[config.mk]
export PLATFORM = sky130hd
export DESIGN_NAME = pcb_bank
export DESIGN_NICKNAME = d
export VERILOG_FILES = /design/src/rtl/pcb_pkg.sv /design/src/rtl/pcb_counter.sv /design/src/rtl/pcb_status.sv /design/src/rtl/pcb_bank.sv
export SDC_FILE = /design/constraint.sdc
export NUM_CORES = 1
export LEC_CHECK = 0
export BUFFER_PORTS_ARGS = -buffer_cell sky130_fd_sc_hd__buf_2
export CAP_MARGIN = 20
export CORE_ASPECT_RATIO = 1.75
export CORE_MARGIN = 5
export CORE_UTILIZATION = 31
export CTS_CLUSTER_DIAMETER = 50
export DETAILED_ROUTE_END_ITERATION = 16
export GPL_TIMING_DRIVEN = 1
export RECOVER_POWER = 100
export SYNTH_ARGS = -nofsm -noshare
export SYNTH_HDL_FRONTEND = slang
export SYNTH_SLANG_ARGS = --single-unit
export TNS_END_PERCENT = 10
[constraint.sdc]
create_clock -name clk_i -period 2.01 [get_ports clk_i]
set_input_delay 0.201 -clock clk_i [delete_from_list [all_inputs] [get_ports clk_i]]
set_output_delay 0.201 -clock clk_i [all_outputs]
set_load 0.1 [all_outputs]
[src/rtl/pcb_pkg.sv]
`timescale 1ns/1ps
package pcb_pkg;
  localparam int NUM_PHYS       = 4;
  localparam int DATA_W         = 32;
  localparam int ADDR_W         = 4;
  localparam int CTRL_EN_BIT    = 0;
  localparam int CTRL_SPLIT_LSB = 1;
endpackage

[src/rtl/pcb_counter.sv]
`timescale 1ns/1ps
module pcb_counter #(
  parameter int CNT_W = 32
) (
  input  logic             clk_i,
  input  logic             rst_ni,
  input  logic             cnt_en_i,
  input  logic             split_i,
  input  logic             evt_hi_i,
  input  logic             evt_lo_i,
  input  logic             wr_i,
  input  logic [CNT_W-1:0] wr_data_i,
  input  logic             commit_i,
  output logic [CNT_W-1:0] rd_o,
  output logic             pending_o,
  output logic             ovf_hi_o,
  output logic             ovf_lo_o
);
  localparam int HALF_W = CNT_W / 2;

  logic [CNT_W-1:0] cnt_q, cnt_d, latch_q;
  logic             pend_q;

  always_comb begin
    cnt_d    = cnt_q;
    ovf_hi_o = 1'b0;
    ovf_lo_o = 1'b0;
    if (commit_i && pend_q) begin
      cnt_d = latch_q;  // commit overrides counting in that cycle
    end else if (cnt_en_i) begin
      if (split_i) begin
        if (evt_hi_i) begin
          cnt_d[CNT_W-1:HALF_W] = cnt_q[CNT_W-1:HALF_W] + HALF_W'(1);
          ovf_hi_o              = &cnt_q[CNT_W-1:HALF_W];
        end
        if (evt_lo_i) begin
          cnt_d[HALF_W-1:0] = cnt_q[HALF_W-1:0] + HALF_W'(1);
          ovf_lo_o          = &cnt_q[HALF_W-1:0];
        end
      end else if (evt_hi_i) begin
        cnt_d    = cnt_q + CNT_W'(1);
        ovf_hi_o = &cnt_q;
      end
    end
  end

  always_ff @(posedge clk_i or negedge rst_ni) begin
    if (!rst_ni) begin
      cnt_q   <= '0;
      latch_q <= '0;
      pend_q  <= 1'b0;
    end else begin
      cnt_q <= cnt_d;
      if (wr_i) begin
        latch_q <= wr_data_i;
        pend_q  <= 1'b1;
      end else if (commit_i) begin
        pend_q <= 1'b0;
      end
    end
  end

  assign rd_o      = pend_q ? latch_q : cnt_q;
  assign pending_o = pend_q;
endmodule

[src/rtl/pcb_status.sv]
`timescale 1ns/1ps
module pcb_status #(
  parameter int NUM_LOG = 8
) (
  input  logic               clk_i,
  input  logic               rst_ni,
  input  logic [NUM_LOG-1:0] set_i,
  input  logic               clr_i,
  input  logic               mask_wr_i,
  input  logic [NUM_LOG-1:0] mask_i,
  output logic [NUM_LOG-1:0] flags_o,
  output logic [NUM_LOG-1:0] mask_o,
  output logic               irq_o
);
  logic [NUM_LOG-1:0] flags_q, mask_q;

  always_ff @(posedge clk_i or negedge rst_ni) begin
    if (!rst_ni) begin
      flags_q <= '0;
      mask_q  <= '0;
    end else begin
      flags_q <= (clr_i ? '0 : flags_q) | set_i;  // new flags win over clear
      if (mask_wr_i) mask_q <= mask_i;
    end
  end

  assign flags_o = flags_q;
  assign mask_o  = mask_q;
  assign irq_o   = |(flags_q & mask_q);
endmodule

[src/rtl/pcb_bank.sv]
`timescale 1ns/1ps
module pcb_bank
  import pcb_pkg::*;
#(
  parameter int NUM_PHYS = pcb_pkg::NUM_PHYS,
  parameter int DATA_W   = pcb_pkg::DATA_W,
  parameter int ADDR_W   = pcb_pkg::ADDR_W
) (
  input  logic                  clk_i,
  input  logic                  rst_ni,
  input  logic                  wr_en_i,
  input  logic                  rd_en_i,
  input  logic [ADDR_W-1:0]     addr_i,
  input  logic [2*DATA_W-1:0]   wdata_i,
  output logic [2*DATA_W-1:0]   rdata_o,
  input  logic [2*NUM_PHYS-1:0] evt_i,
  output logic                  irq_o
);
  localparam int NUM_LOG = 2 * NUM_PHYS;
  localparam int HALF_W  = DATA_W / 2;
  localparam int PIDX_W  = $clog2(NUM_PHYS);
  localparam logic [ADDR_W-1:0] ADDR_CTRL = ADDR_W'(NUM_LOG);
  localparam logic [ADDR_W-1:0] ADDR_STAT = ADDR_W'(NUM_LOG + 1);

  logic [DATA_W-1:0]                 wdata, wr_val, sel_rd, rd_word;
  logic                              unused_low;
  logic                              en_q;
  logic [NUM_PHYS-1:0]               split_q;
  logic [NUM_PHYS-1:0][DATA_W-1:0]   cnt_rd;
  logic [NUM_PHYS-1:0]               pending;
  logic [NUM_LOG-1:0]                ovf_set, flags, mask;
  logic [PIDX_W-1:0]                 pidx;
  logic                              is_cnt, upper_sel, cnt_wr, ctrl_wr, commit;

  assign wdata      = wdata_i[2*DATA_W-1:DATA_W];
  assign unused_low = ^wdata_i[DATA_W-1:0];
  assign is_cnt     = addr_i < ADDR_W'(NUM_LOG);
  assign pidx       = addr_i[PIDX_W-1:0];
  assign upper_sel  = !addr_i[PIDX_W];
  assign cnt_wr     = wr_en_i && is_cnt;
  assign ctrl_wr    = wr_en_i && (addr_i == ADDR_CTRL);
  assign commit     = ctrl_wr && wdata[CTRL_EN_BIT];

  always_ff @(posedge clk_i or negedge rst_ni) begin
    if (!rst_ni) begin
      en_q    <= 1'b0;
      split_q <= '0;
    end else if (ctrl_wr) begin
      en_q    <= wdata[CTRL_EN_BIT];
      split_q <= wdata[CTRL_SPLIT_LSB +: NUM_PHYS];
    end
  end

  // merge a half write with the other half's visible value
  always_comb begin
    sel_rd = cnt_rd[pidx];
    wr_val = wdata;
    if (split_q[pidx])
      wr_val = upper_sel ? {wdata[HALF_W-1:0], sel_rd[HALF_W-1:0]}
                         : {sel_rd[DATA_W-1:HALF_W], wdata[HALF_W-1:0]};
  end

  for (genvar p = 0; p < NUM_PHYS; p++) begin : g_ctr
    pcb_counter #(.CNT_W(DATA_W)) u_ctr (
      .clk_i     (clk_i),
      .rst_ni    (rst_ni),
      .cnt_en_i  (en_q),
      .split_i   (split_q[p]),
      .evt_hi_i  (evt_i[p]),
      .evt_lo_i  (evt_i[p+NUM_PHYS]),
      .wr_i      (cnt_wr && (pidx == PIDX_W'(p))),
      .wr_data_i (wr_val),
      .commit_i  (commit),
      .rd_o      (cnt_rd[p]),
      .pending_o (pending[p]),
      .ovf_hi_o  (ovf_set[p]),
      .ovf_lo_o  (ovf_set[p+NUM_PHYS])
    );
  end

  pcb_status #(.NUM_LOG(NUM_LOG)) u_stat (
    .clk_i     (clk_i),
    .rst_ni    (rst_ni),
    .set_i     (ovf_set),
    .clr_i     (rd_en_i && (addr_i == ADDR_STAT)),
    .mask_wr_i (wr_en_i && (addr_i == ADDR_STAT)),
    .mask_i    (wdata[NUM_LOG-1:0]),
    .flags_o   (flags),
    .mask_o    (mask),
    .irq_o     (irq_o)
  );

  always_comb begin
    rd_word = '0;
    if (is_cnt) begin
      if (split_q[pidx])
        rd_word = upper_sel ? {{HALF_W{1'b0}}, sel_rd[DATA_W-1:HALF_W]}
                            : {{HALF_W{1'b0}}, sel_rd[HALF_W-1:0]};
      else
        rd_word = sel_rd;
    end else if (addr_i == ADDR_CTRL) begin
      rd_word = DATA_W'({split_q, en_q});
    end else if (addr_i == ADDR_STAT) begin
      rd_word = DATA_W'(flags);
    end
  end

  assign rdata_o = {rd_word, {DATA_W{1'b0}}};
endmodule

======== Yosys cells after proc, flatten, opt, wreduce, memory -nomap -nowiden ========
Cells that the tools add are included.
operators by class
  add/sub/neg operators ................... 12
  $lt $le $gt $ge ......................... 2
  equal/unequal tests ..................... 9
  muxes and demuxes ....................... 81
  bitwise operators ....................... 2
  reductions and logical operators ........ 51
operators with widths
  operator                 number
  $mux W32                 25
  $mux W16                 9
  $add A16 B1 Y16 const B  8
  $add A32 B1 Y32 const B  4
  $reduce_and A16 Y1       8
  $reduce_and A32 Y1       4
  $bmux W32 S2             1
  $mux W1                  42
  $mux W8                  3
  $reduce_bool A2 Y1       12
  $logic_and A1 B1 Y1      13
  $ne A3 B2 Y1 const B     4
  $reduce_and A3 Y1        4
  $reduce_bool A3 Y1       4
  $and A8 B8 Y8            1
  $eq A4 B4 Y1 const B     2
  $or A8 B8 Y8             1
  $reduce_and A2 Y1        4
  $reduce_or A8 Y1         1
  $eq A2 B2 Y1 const B     2
  $lt A4 B4 Y1 const B     1
  $lt A2 B3 Y1 const B     1
  $bmux W1 S2              1
  $eq A2 B1 Y1 const B     1
  $logic_not A2 Y1         1
storage, ports and cells
  flip-flop bits (word level) ............. 281
  bits of input ports ..................... 80
  output and inout bits ................... 65
  word-level logic and storage cells ...... 177

======== Longest topological paths before layout ========
  word-level depth ........................ 6
  gate-level depth with buffers ........... 8
  mapped depth without buffers ............ 6

======== Hierarchy ========
A second synthesis with hierarchy kept.
unflattened totals
  cell total of the unflattened synthesis .. 1654
  area total of the unflattened synthesis .. 17306.6 µm²
modules (own cells, without submodules)
  module                             instances  cells an instance  area an instance (µm²)  seq. area each (µm²)
  pcb_counter at g_ctr[0].u_ctr ...  3          345                3565.9                  1626.6
  pcb_counter at g_ctr[3].u_ctr      1          344                3642.2                  1626.6
  pcb_bank                           1          236                2334.7                  125.1
  pcb_status                         1          39                 631.9                   400.4

======== Worst setup path before layout ========
OpenSTA, ideal clock, no wires.
  path kind ............................... register -> output
  start ................................... register split_q[2]
  end ..................................... output port rdata_o[40]
  arrival time ............................ 3.735 ns
  required time ........................... 1.809 ns
  path slack .............................. -1.926 ns
  cell stages (with the launch flop) ...... 7
  path buffers ............................ 3
  cell sequence ........................... dfrtp_1 buf_2 mux4_2 nor2b_1 buf_2 buf_2 a211oi_1
between the ends
  longest elaborated chain between the ends .. 4
RTL lines
  element                        line            text
  start, declared                pcb_bank.sv:28  logic [NUM_PHYS-1:0] split_q;
  start signal, assigned         pcb_bank.sv:50  split_q <= wdata[CTRL_SPLIT_LSB +: NUM_PHYS];
  $bmux W1 S2                    pcb_bank.sv:96  if (split_q[pidx])
  $mux W1 (implied by the code)  pcb_bank.sv:96
  $mux W32                       pcb_bank.sv:96
  $mux W32                       pcb_bank.sv:95  if (is_cnt) begin
  end, declared                  pcb_bank.sv:15  output logic [2*DATA_W-1:0] rdata_o,
No other way between the ends. The select of a mux whose other input is x is not followed.

======== Final worst setup path ========
  start ................................... register g_ctr[1].u_ctr.pend_q
  end ..................................... output port rdata_o[45]
between the ends
  longest elaborated chain between the ends .. 6
RTL lines
  element                           line               text
  start, declared                   pcb_counter.sv:22  logic pend_q;
  start signal, assigned            pcb_counter.sv:51  pend_q <= 1'b0;
  start signal, assigned            pcb_counter.sv:56  pend_q <= 1'b1;
  start signal, assigned            pcb_counter.sv:58  pend_q <= 1'b0;
  $mux W32 *                        pcb_counter.sv:63  assign rd_o = pend_q ? latch_q : cnt_q;
  $bmux W32 S2 *                    pcb_bank.sv:56     sel_rd = cnt_rd[pidx];
  $mux W32 (implied by the code) *  pcb_bank.sv:56
  $mux W16                          pcb_bank.sv:97     rd_word = upper_sel ? {{HALF_W{1'b0}}, sel_rd[DATA_W-1:HALF_W]}
  $mux W32 *                        pcb_bank.sv:96
  $mux W32 *                        pcb_bank.sv:95
Every way passes the cells marked *; elsewhere a longest branch is shown, timed or not. The select of a mux whose other input is x is not followed.

==> results.cfg <==
[outcome]
status = finished with violations
violations = setup timing

[timing]
hold_viol_final = 0
timing.fmax_mhz = 354
relSlewSlack = 0.215
rsz0062_at_grt = true
finalCriticalPeriod_ns = 2.83
fin_ws_ns = -0.817
setup_viol = 173
finalClockSkew_ns = 0.0127
min_period_over_period = 1.41
worst_pin_slew_ns = 1.18
fin_tns_setup_ns = -38.52
hold_slack_ns = 0.0114
finalMaxSlewViolations = 0

[synthesis]
syn_inst = 1798
ys_seq_area_frac = 0.423
synth_cell_types = 62
yosys_warnings = 0
ys_seq_elements = 281
synth_top_area_frac = 0.423
synthArstFlopShare = 1.00
ys.flop_type = dfrtp_1
synth_top_area_cell = dfrtp_1
syn_area_per_cell_um2 = 9.25
ys_top_cells_by_area = dfrtp_1, mux2i_1, nand2_1
synth_edf_count = 0
syn-cell-area_um2 = 16600

[drt]
wl_per_cell_um = 23.5
drc_errors = 0
dr.pass1.iters = 5
final_antenna_net_count = 0
drt_iter0_drc = 1116
wl_mm = 67.0
vias = 15500
vias_per_cell = 5.44

[floorplan]
die_h_um = 316
dieArea_um2 = 58500
io_pins = 145
initial_core_util = 0.312
dieWidth_um = 185
coreArea_um2 = 53300
fp-row-count = 112

[setup_path]
required_ns = 1.81
crit_type = reg -> out
reg2reg_to = g_ctr[0].u_ctr.latch_q[25]
cp.arrival_ns = 2.63
reg2reg_depth = 9
crit_path_start_kind = register
cp-end-kind = output pin
r2r_slack_ns = -0.39
worst-path-max-fanout = 8
rr_startpoint = g_ctr[2].u_ctr.pending_o

[hold_path]
min_path_type = in -> reg
hold_end = g_ctr[1].u_ctr.cnt_q[17]
hold_start = evt_i[1]
holdPathStages = 4

[clock_tree]
clock-root-buffer = clkbuf_16
insertion_delay_ns = 0.57
cts.clk_slew.worst_paths_ns = 0.07
cts_buffer_depth = 3
cts_made_buffers = 28
cts.sinks = 281
tritoncts = built
h-tree-depth = 1

[cells_and_area]
num_antenna_cells = 0
final_nets = 2232
syn2layout_area_growth_pct = 35.3
final_layout_size_suffix_gt1_frac = 0.323

[global_routing]
overflow = 0
grt_pass1_wl_mm = 97.7
grt_max_degree = 72
grt_pass1_vias = 15600
antenna_found_initial = 0
track_usage = 0.225

[place]
io_buffers = 80
gp_congestion = 1.02
hpwlAfterDp_mm = 52.9

[power]
powerDensity_nw_per_um2 = 1140
leakagePower_nw = 9.70
irDropWorstVdd_v = 0.000515

[run]
drv_cap = 0
## cells in the mapped netlist (33+ instances only)
library cell  number
mux4_2            33
nor2_1           145
o21ai_0          117
a21oi_1           90
nand2_1          252
dfrtp_1          281
clkbuf_1          73
o21ai_1           81
nand3_1           56
buf_4             44
mux2i_1          138
xor2_1            34
xnor2_1           54
## report_power, final
part | leakage (nW) | switching, W | internal (W)
registers | 3.40 | 0.00164 | 0.00713
logic | 5.80 | 0.00649 | 0.00480
clock network | 0.488 | 0.00240 | 0.00319
total | 9.70 | 0.0105 | 0.0151
## repair_timing
item                                   4_1_cts  5_1_grt
setup endpoints to repair                  146      166
endpoints found under the hold margin       77        3
pin swaps                                   31       29
gates resized for setup                     76       92
hold buffers                                12        2
buffers inserted                             5       18
## worst max-delay path by stage
stage / from / end
final: g_ctr[1].u_ctr.pending_o / rdata_o[45]
after global routing: g_ctr[1].u_ctr.pending_o / rdata_o[45]
after CTS: g_ctr[1].u_ctr.pending_o / rdata_o[45]
after detailed placement: g_ctr[2].u_ctr.pending_o / g_ctr[1].u_ctr.latch_q[25]
after global placement: g_ctr[3].u_ctr.pending_o / g_ctr[1].u_ctr.latch_q[25]
after floorplan: g_ctr[3].u_ctr.pending_o / rdata_o[45]
## through the flow
stage	util	area [um2]	instances	worst slack, ns	total power, W
finish	0.422	22500	2850	-0.817	0.0257
global route	0.422	22500	2850	-0.855	0.0267
CTS	0.417	22200	2832	-0.821	0.0253
detailed placement	0.390	20800	2763	-0.473	0.0193
global placement	0.390	20800	2763	-0.465	0.0191
floorplan	-	17100	1829	-0.450	0.0141
## cell type report
cell class	instances	area (um2)
clock inverters	15	145
flip-flops and latches	281	7060
fillers	5205	30800
well taps	684	856
multi-input cells	1372	9640
repair buffers	436	3860
clock buffers	37	836
inverters	25	93.8
## sequential cells by signal, summed over array words and instances (netlist names)
name,cells
g_ctr.u_ctr.cnt_q,128
g_ctr.u_ctr.latch_q,128
u_stat.flags_o,8
u_stat.mask_o,8
g_ctr.u_ctr.pending_o,4
split_q,4
en_q,1
## per-layer routing
layer  global-route usage  wire [um]
met1                0.240      23000
met2                0.385      32700
met3               0.0278       3510
met4                0.201       7770
met5                    0          0
## cell usage in the layout, fill, tap and decap left out, types with 22 or more instances in the layout
master     count
buf_4        277
dfrtp_1      258
nand2_1      250
nor2_1       128
mux2i_1      114
o21ai_0      113
o21ai_1       75
a21oi_1       63
xnor2_1       54
nand3_1       52
buf_12        51
buf_2         47
xor2_1        34
mux4_2        33
nand4_1       32
conb_1        32
clkbuf_16     29
and3_1        27
inv_1         25
a21oi_2       25
dfrtp_2       23
mux2_2        22
a31oi_1       22
## critical path, stage by stage, from the launching register on
cell and delay (ns):
dfrtp_2 0.43, buf_12 0.15, buf_12 0.14, mux2i_4 0.20, mux4_2 0.62, a211oi_4 0.29, buf_12 0.21
## cell families (layout without fill, tap and decap cells)
group,Yosys count,count (layout),synth area share
simple gates,649,649,0.190
compound gates,400,400,0.137
flops,281,281,0.423
mux,195,195,0.144
buf+inv,176,513,0.0531
xor+xnor,88,88,0.0464
fa+ha+maj,8,8,0.00602
other cells,1,32,0.000226
No activity file was read; power rests on OpenSTA's default activity.
